--- config.mk ---
export PLATFORM = sky130hd
export DESIGN_NAME = rmii_mii_bridge
export DESIGN_NICKNAME = d
export VERILOG_FILES = /design/src/rtl/rmii_bridge_pkg.sv /design/src/rtl/rmii_nibble_phase.sv /design/src/rtl/rmii_tx_serializer.sv /design/src/rtl/rmii_rx_deserializer.sv /design/src/rtl/rmii_mii_bridge.sv
export SDC_FILE = /design/constraint.sdc
export NUM_CORES = 1
export LEC_CHECK = 0
export ABC_CLOCK_PERIOD_IN_PS = 1000
export BUFFER_PORTS_ARGS = -buffer_cell sky130_fd_sc_hd__buf_2
export CORE_UTILIZATION = 44
export DETAILED_ROUTE_END_ITERATION = 16
export PLACE_DENSITY = 0.72
export SYNTH_ARGS = -nofsm -noshare
export SYNTH_HDL_FRONTEND = slang
export SYNTH_SLANG_ARGS = --single-unit
--- constraint.sdc ---
create_clock -name clk -period 1 [get_ports clk]
set_input_delay 0.05 -clock clk [delete_from_list [all_inputs] [get_ports clk]]
set_output_delay 0.05 -clock clk [all_outputs]
set_load 0.01 [all_outputs]
--- src/rtl/rmii_bridge_pkg.sv ---
package rmii_bridge_pkg;

    typedef enum logic {
        RX_IDLE = 1'b0,
        RX_DATA = 1'b1
    } rx_state_e;

    function automatic int slot_bits(input int ratio);
        return (ratio > 1) ? $clog2(ratio) : 1;
    endfunction

endpackage

--- src/rtl/rmii_nibble_phase.sv ---
module rmii_nibble_phase #(
    parameter int RATIO = 2
) (
    input  logic clk,
    input  logic rst_n,
    output logic nib_stb
);
    localparam int PH_W = rmii_bridge_pkg::slot_bits(RATIO);
    localparam logic [PH_W-1:0] PH_LAST = PH_W'(RATIO - 1);

    typedef struct packed {
        logic [PH_W-1:0] phase;
    } ph_t;

    ph_t ph_d, ph_q;

    always_comb begin
        ph_d = ph_q;
        if (ph_q.phase == PH_LAST) begin
            ph_d.phase = '0;
        end else begin
            ph_d.phase = ph_q.phase + PH_W'(1);
        end
    end

    always_ff @(posedge clk or negedge rst_n) begin
        if (!rst_n) begin
            ph_q <= '0;
        end else begin
            ph_q <= ph_d;
        end
    end

    assign nib_stb = (ph_q.phase == '0);

    // a strobe cycle is never followed directly by another
    a_r2_stb_alternates: assert property (@(posedge clk) disable iff (!rst_n)
        nib_stb |=> !nib_stb);

endmodule

--- src/rtl/rmii_tx_serializer.sv ---
module rmii_tx_serializer #(
    parameter int MII_W  = 4,
    parameter int RMII_W = 2
) (
    input  logic              clk,
    input  logic              rst_n,
    input  logic              nib_stb,
    input  logic              nib_en,
    input  logic [MII_W-1:0]  nib_data,
    output logic              line_en,
    output logic [RMII_W-1:0] line_data
);
    typedef struct packed {
        logic [MII_W-1:0]  sh;
        logic              en;
        logic [RMII_W-1:0] txd;
        logic              txen;
    } tx_t;

    tx_t tx_d, tx_q;

    always_comb begin
        tx_d = tx_q;
        if (nib_stb) begin
            tx_d.txd  = nib_data[RMII_W-1:0];
            tx_d.sh   = nib_data >> RMII_W;
            tx_d.en   = nib_en;
            tx_d.txen = nib_en;
        end else begin
            tx_d.txd  = tx_q.sh[RMII_W-1:0];
            tx_d.sh   = tx_q.sh >> RMII_W;
            tx_d.txen = tx_q.en;
        end
    end

    always_ff @(posedge clk or negedge rst_n) begin
        if (!rst_n) begin
            tx_q <= '0;
        end else begin
            tx_q <= tx_d;
        end
    end

    assign line_en   = tx_q.txen;
    assign line_data = tx_q.txd;

    // the low part of the sampled nibble leads
    a_r3_low_dibit_first: assert property (@(posedge clk) disable iff (!rst_n)
        nib_stb |=> line_data == $past(nib_data[RMII_W-1:0]));

    // enable taken from the MAC on the sampling edge
    a_r4_txen_load: assert property (@(posedge clk) disable iff (!rst_n)
        nib_stb |=> line_en == $past(nib_en));

    // enable held across the later dibits of the nibble
    a_r4_txen_held: assert property (@(posedge clk) disable iff (!rst_n)
        !nib_stb |=> line_en == $past(line_en));

endmodule

--- src/rtl/rmii_rx_deserializer.sv ---
module rmii_rx_deserializer #(
    parameter int                 MII_W      = 4,
    parameter int                 RMII_W     = 2,
    parameter logic [RMII_W-1:0]  START_CODE = 2'b01
) (
    input  logic              clk,
    input  logic              rst_n,
    input  logic              line_crs_dv,
    input  logic [RMII_W-1:0] line_data,
    output logic              nib_crs,
    output logic              nib_dv,
    output logic [MII_W-1:0]  nib_data,
    output logic              nib_stb
);
    import rmii_bridge_pkg::*;

    localparam int RATIO  = MII_W / RMII_W;
    localparam int SLOT_W = slot_bits(RATIO);
    localparam int SH_W   = MII_W - RMII_W;
    localparam logic [SLOT_W-1:0] SLOT_LAST = SLOT_W'(RATIO - 1);

    typedef struct packed {
        rx_state_e         st;
        logic [SLOT_W-1:0] slot;
        logic [SH_W-1:0]   sh;
        logic [MII_W-1:0]  nib;
        logic              dv;
        logic              crs;
        logic              stb;
    } rx_t;

    rx_t rx_d, rx_q;
    logic [MII_W-1:0] joined;

    assign joined = {line_data, rx_q.sh};

    always_comb begin
        rx_d     = rx_q;
        rx_d.stb = 1'b0;
        unique case (rx_q.st)
            RX_IDLE: begin
                rx_d.crs = line_crs_dv;
                rx_d.dv  = 1'b0;
                if (line_crs_dv && (line_data == START_CODE)) begin
                    rx_d.st   = RX_DATA;
                    rx_d.sh   = joined[MII_W-1:RMII_W];
                    rx_d.slot = SLOT_W'(1);
                end
            end
            RX_DATA: begin
                rx_d.crs = rx_q.crs & line_crs_dv;
                if (rx_q.slot == SLOT_LAST) begin
                    rx_d.slot = '0;
                    if (line_crs_dv) begin
                        rx_d.nib = joined;
                        rx_d.dv  = 1'b1;
                        rx_d.stb = 1'b1;
                    end else begin
                        rx_d.st  = RX_IDLE;
                        rx_d.dv  = 1'b0;
                        rx_d.crs = 1'b0;
                    end
                end else begin
                    rx_d.sh   = joined[MII_W-1:RMII_W];
                    rx_d.slot = rx_q.slot + SLOT_W'(1);
                end
            end
            default: rx_d.st = RX_IDLE;
        endcase
    end

    always_ff @(posedge clk or negedge rst_n) begin
        if (!rst_n) begin
            rx_q <= '{st: RX_IDLE, default: '0};
        end else begin
            rx_q <= rx_d;
        end
    end

    assign nib_crs  = rx_q.crs;
    assign nib_dv   = rx_q.dv;
    assign nib_data = rx_q.nib;
    assign nib_stb  = rx_q.stb;

    // a nibble strobe always comes with data valid
    a_r7_stb_with_dv: assert property (@(posedge clk) disable iff (!rst_n)
        nib_stb |-> nib_dv);

    // carrier sense cannot survive a low sample
    a_r8_crs_drop: assert property (@(posedge clk) disable iff (!rst_n)
        !line_crs_dv |=> !nib_crs);

    // no data valid appears without the combined line
    a_r6_no_spurious_dv: assert property (@(posedge clk) disable iff (!rst_n)
        (!nib_dv && !line_crs_dv) |=> !nib_dv);

    // low on the closing slot ends the frame without a nibble
    a_r10_frame_end: assert property (@(posedge clk) disable iff (!rst_n)
        (rx_q.st == RX_DATA && rx_q.slot == SLOT_LAST && !line_crs_dv)
        |=> (!nib_dv && !nib_stb));

endmodule

--- src/rtl/rmii_mii_bridge.sv ---
module rmii_mii_bridge #(
    parameter int                MII_W      = 4,
    parameter int                RMII_W     = 2,
    parameter logic [RMII_W-1:0] START_CODE = 2'b01
) (
    input  logic              clk,
    input  logic              rst_n,
    output logic              mii_tx_stb,
    input  logic              mii_tx_en,
    input  logic [MII_W-1:0]  mii_txd,
    input  logic              mii_tx_er,
    output logic              mii_col,
    output logic              mii_crs,
    output logic              mii_rx_dv,
    output logic [MII_W-1:0]  mii_rxd,
    output logic              mii_rx_stb,
    output logic              rmii_tx_en,
    output logic [RMII_W-1:0] rmii_txd,
    input  logic              rmii_crs_dv,
    input  logic [RMII_W-1:0] rmii_rxd
);
    localparam int RATIO = MII_W / RMII_W;

    logic unused_tx_er;

    assign unused_tx_er = mii_tx_er;
    assign mii_col      = 1'b0;

    rmii_nibble_phase #(
        .RATIO (RATIO)
    ) u_phase (
        .clk     (clk),
        .rst_n   (rst_n),
        .nib_stb (mii_tx_stb)
    );

    rmii_tx_serializer #(
        .MII_W  (MII_W),
        .RMII_W (RMII_W)
    ) u_tx (
        .clk       (clk),
        .rst_n     (rst_n),
        .nib_stb   (mii_tx_stb),
        .nib_en    (mii_tx_en),
        .nib_data  (mii_txd),
        .line_en   (rmii_tx_en),
        .line_data (rmii_txd)
    );

    rmii_rx_deserializer #(
        .MII_W      (MII_W),
        .RMII_W     (RMII_W),
        .START_CODE (START_CODE)
    ) u_rx (
        .clk         (clk),
        .rst_n       (rst_n),
        .line_crs_dv (rmii_crs_dv),
        .line_data   (rmii_rxd),
        .nib_crs     (mii_crs),
        .nib_dv      (mii_rx_dv),
        .nib_data    (mii_rxd),
        .nib_stb     (mii_rx_stb)
    );

endmodule

=== Word-level counts from Yosys, hierarchy flattened ===
Index checks and enable logic that the tools add are counted.

* Add/sub/neg operators: 2
* Mux-type cells: 13
* Reductions and logical operators: 3
* Equality and inequality tests: 4
* Bitwise gates (word level): 3

{| class="wikitable"
|+ Operator list
! cell !! number
|-
| case mux 4 bit (2 select lines) || 1
|-
| two-way mux 1 bit || 6
|-
| two-way mux 3 bit || 2
|-
| two-way mux 2 bit || 2
|-
| two-way mux 4 bit || 1
|-
| != test 2 bit, second input constant || 2
|-
| case mux 2 bit (2 select lines) || 1
|-
| AND reduction 3 bit || 1
|-
| adder 1 bit, second input constant || 2
|-
| == test 2 x 1 -> 1 bit, second input constant || 1
|-
| != test 2 x 1 -> 1 bit, second input constant || 1
|-
| NOT 1 bit || 2
|-
| AND reduction 2 bit || 1
|-
| bitwise AND 1 bit || 1
|-
| logical AND 1 bit || 1
|}

* Word-level logic and storage cells: 37
* Output and inout bits: 12
* Input bits: 11
* Flip-flop bits (word level): 20

=== Longest topological paths before layout ===
* Word-level depth: 4
* Gate-level depth with buffers: 3

=== By module ===
Synthesis repeated with hierarchy kept, for this count alone.

* Cell total of the unflattened synthesis: 56
* Area, all modules: 737.0 µm²

{| class="wikitable"
|+ Modules (own cells, without submodules)
! module !! cells an instance !! area an instance (µm²) !! times used !! sequential area each (µm²)
|-
| rmii_rx_deserializer || 39 || 483.0 || 1 || 275.3
|-
| rmii_tx_serializer || 13 || 214.0 || 1 || 150.1
|-
| rmii_nibble_phase || 2 || 28.8 || 1 || 25.0
|-
| rmii_mii_bridge || 2 || 11.3 || 1 || 0.0
|}

=== Worst setup path after synthesis ===
OpenSTA, ideal clock, no wires.

* Kind: reg2reg
* Start: reg u_rx.rx_q[9] in the netlist's numbering
* End: reg u_rx.rx_q (netlist bit u_rx.nib_data[0])
* Data arrival time: 0.901 ns
* Path buffers: 1
* Setup time: 0.125 ns
* Setup slack: -0.026 ns
* Stages on the path, launching flop included: 4
* Cells stage by stage: dfrtp_1 > buf_4 > nand3_4 > mux2_4

* Cells in the longest elaborated chain, start to end: 1

{| class="wikitable"
|+ RTL lines
! item !! line !! source
|-
| start: declaration || rmii_rx_deserializer.sv:32 || <nowiki>rx_t rx_d, rx_q;</nowiki>
|-
| start signal: assignment || rmii_rx_deserializer.sv:76 || <nowiki>rx_q <= rx_d;</nowiki>
|-
| AND reduction 3 bit (no line) || n/a ||
|}

No other way between the ends.
A chain may end at the register's enable or synchronous reset.

=== Worst setup path in the final report ===
* Start: reg u_rx.rx_q[10] in the netlist's numbering
* End: reg u_rx.rx_q (netlist bit u_rx.nib_data[3])

Same word-level chain as after synthesis.

==> results.sh <==
export IMPL_status="complete, no violations"
export IMPL_std_cell_rows=14
export IMPL_area_delta_synth_final_pct=20.9
export IMPL_clk_pin_slew_ns=0.10
export IMPL_fin_worst_skew_ns=0.0108
export IMPL_overflow=0
export IMPL_wl_met2_um=536
export IMPL_htree_num_levels=1
export IMPL_cap_violations=0
export IMPL_syn_nets=70
export IMPL_drive_gt1_share_pct=48.8
export IMPL_ff2ff_setup_slack_ns=0.004
export IMPL_path_cells="nand3_4, mux2_4"
export IMPL_cts_root_buf="clkbuf_4"
export IMPL_peakVddDrop_mv=0.999
export IMPL_dp_cells=89
export IMPL_hold_start="mii_tx_en"
export IMPL_clk_latency_ns=0.28
export IMPL_post_route_period_util_pct=99.6
export IMPL_dieWidth_um=44.2
export IMPL_grt_pass1_wl_um=1930
export IMPL_yosysSeqAreaShare_pct=57.5
export IMPL_hpwlAfterDp_um=790
export IMPL_syn_inst=59
export IMPL_diodes=0
export IMPL_grt_max_degree=19
export IMPL_wl_met1_um=521
export IMPL_grt_antenna_before_repair=0
export IMPL_initial_core_util_pct=49.7
export IMPL_wire_per_inst_um=11.4
export IMPL_path_class="flip-flop to flip-flop"
export IMPL_grt_pass1_vias=471
export IMPL_drt_pre_antenna_iters=6
export IMPL_syn_avg_cell_area_um2=13.3
export IMPL_drt_iter0_drc=5
export IMPL_remaining_drc_errors=0
export IMPL_leakage_nw=0.477
export IMPL_ioPinCount=23
export IMPL_crit_arrival_ns=1.18
export IMPL_fin_crit_ns=0.996
export IMPL_crit_slowest_cell="dfrtp_2"
export IMPL_reg2reg_from="u_rx.rx_q[10]"
export IMPL_r2r_end="u_rx.nib_data[3]"
export IMPL_core_area_um2=1580
export IMPL_hold_viol=0
export IMPL_grt_use_total_pct=13.5
export IMPL_hold_depth=2
export IMPL_synth_cell_types=22
export IMPL_cts_tree="yes"
export IMPL_required_ns=1.18
export IMPL_final_common_cell="buf_2"
export IMPL_p_per_area_nw_per_um2=2100
export IMPL_synth_area_um2=783
export IMPL_critPathMaxStageDelay_ns=0.46
export IMPL_cts_path_max_buffers=2
export IMPL_end_kind="flip-flop"
export IMPL_port_buffers=20
export IMPL_whs_ns=0.0164
export IMPL_wl_met3_um=48
export IMPL_num_vias=476
export IMPL_numCtsBuffers=3
export IMPL_routed_top_layer="met4"
export IMPL_cts_sinks=18
export IMPL_ant_nets=0
export IMPL_r2r_cells=2
export IMPL_routed_wl_um=1120
export IMPL_timing_fmax_ghz=1.00
export IMPL_die_h_um=44.2
export IMPL_min_delay_path_class="input port to flip-flop"
export IMPL_stdcell_count=98
export IMPL_gp_congestion=0.744
export IMPL_die_area_um2=1950
export IMPL_worstSetupStartpointType="flip-flop"
export IMPL_rsz0062_at_grt="yes"
export IMPL_post_drt_via_cell_ratio=4.86
export IMPL_ys_ff_latch=18
export IMPL_min_to="u_tx.line_en"
export IMPL_final_cell_mix="buf_2 (19), dfrtp_1 (16), dlygate4sd3_1 (5)"
export IMPL_fin_nets=95
export IMPL_slew_violations=0
export IMPL_yosys_warnings=0
export IMPL_setup_viol=0
export IMPL_cp_max_fo=5
[critical path: cells and delay by family (launching register included)]
family / cells / cell delay, ns
flops: 1 / 0.46
mux: 1 / 0.31
simple gates: 1 / 0.13
[cell type report]
type | instances | area (µm²)
fill | 141 | 629
sequential | 18 | 453
multi-input combinational | 29 | 254
timing repair buffer | 29 | 186
clock buffer | 3 | 22.5
tap | 16 | 20.0
inverter | 3 | 11.3
[power breakdown]
| part | switching [mW] | total (mW) | internal (mW) | leakage [nW] |
|---|---|---|---|---|
| registers | 0.113 | 1.01 | 0.893 | 0.210 |
| clock network | 0.204 | 0.344 | 0.140 | 0.0138 |
| logic | 0.262 | 0.639 | 0.377 | 0.253 |
[worst max path at each step]
stage / from / to / slack, ns / depth (start not counted)
global route: u_rx.rx_q[10] / u_rx.nib_data[0] / -0.03 / 2
detailed placement: u_rx.rx_q[10] / u_rx.nib_data[3] / 0.01 / 2
finish: u_rx.rx_q[10] / u_rx.nib_data[3] / 0.004 / 2
floorplan: u_rx.rx_q[9] / u_rx.nib_data[0] / -0.005 / 3
global placement: u_rx.rx_q[10] / u_rx.nib_data[1] / 0.01 / 2
CTS: u_rx.rx_q[10] / u_rx.nib_data[3] / -0.007 / 2
[flip-flops by register name, indices dropped and copies added, names as in the netlist]
register / cells
u_rx.rx_q: 2
u_rx.nib_data: 4
u_tx.tx_q: 3
u_rx.joined: 2
u_phase.ph_q: 1
u_rx.nib_crs: 1
u_tx.line_data: 2
u_rx.nib_stb: 1
u_tx.line_en: 1
u_rx.nib_dv: 1
[cells by family (layout without fill, tap and decap cells)]
kind of cell | after synthesis | in the layout | synth area share, %
compound gates | 3 | 3 | 2.24
buf+inv | 12 | 35 | 10.1
flops | 18 | 18 | 57.5
mux | 8 | 8 | 13.3
other cells | 1 | 1 | 0.479
simple gates | 17 | 17 | 16.5
[through the flow]
step	total power [mW]	area, µm²	TNS [ns]	setup slack [ns]	util (%)
3_3_place_gp	1.62	858	0	0.0132	54.4
5_1_grt	2.12	947	-0.113	-0.0252	60.1
4_1_cts	2.00	932	-0.0176	-0.00654	59.1
6_report	1.99	947	0	0.00366	60.1
3_5_place_dp	1.64	858	0	0.00966	54.4
2_1_floorplan	1.56	787	-0.0209	-0.00521	-
[timing repair]
item                       in CTS  in global routing
resized for setup               2                  3
hold endpoints to repair       22                  0
hold buffers                    5                  0
setup endpoints to repair       5                  7
pin swaps                       0                  1
setup buffers                   0                  1
[synthesized netlist by cell type]
cell / count / area [µm²]
and2_1: 1 / 6.26
and4bb_1: 1 / 12.5
o21ai_0: 1 / 5.00
nand4b_1: 1 / 8.76
dfrtp_1: 18 / 450
nand2_1: 1 / 3.75
a21oi_1: 1 / 5.00
nor4_2: 1 / 12.5
conb_1: 1 / 3.75
mux2i_1: 1 / 10.0
buf_4: 9 / 67.6
nand3_4: 1 / 17.5
nor2_1: 3 / 11.3
nor2b_1: 3 / 18.8
inv_1: 3 / 11.3
nand3b_1: 2 / 15.0
mux2_2: 3 / 33.8
nand2b_1: 1 / 6.26
nor3b_1: 1 / 7.51
mux2_4: 4 / 60.1
and2b_2: 1 / 8.76
o21a_1: 1 / 7.51
[metal layers]
layer / track usage [%] / up-vias
li1: - / 235
met1: 17.2 / 226
met2: 20.9 / 13
met3: 3.67 / 2
met4: 7.27 / 0
met5: 0 / -
Power figures use the tool's default switching activity.
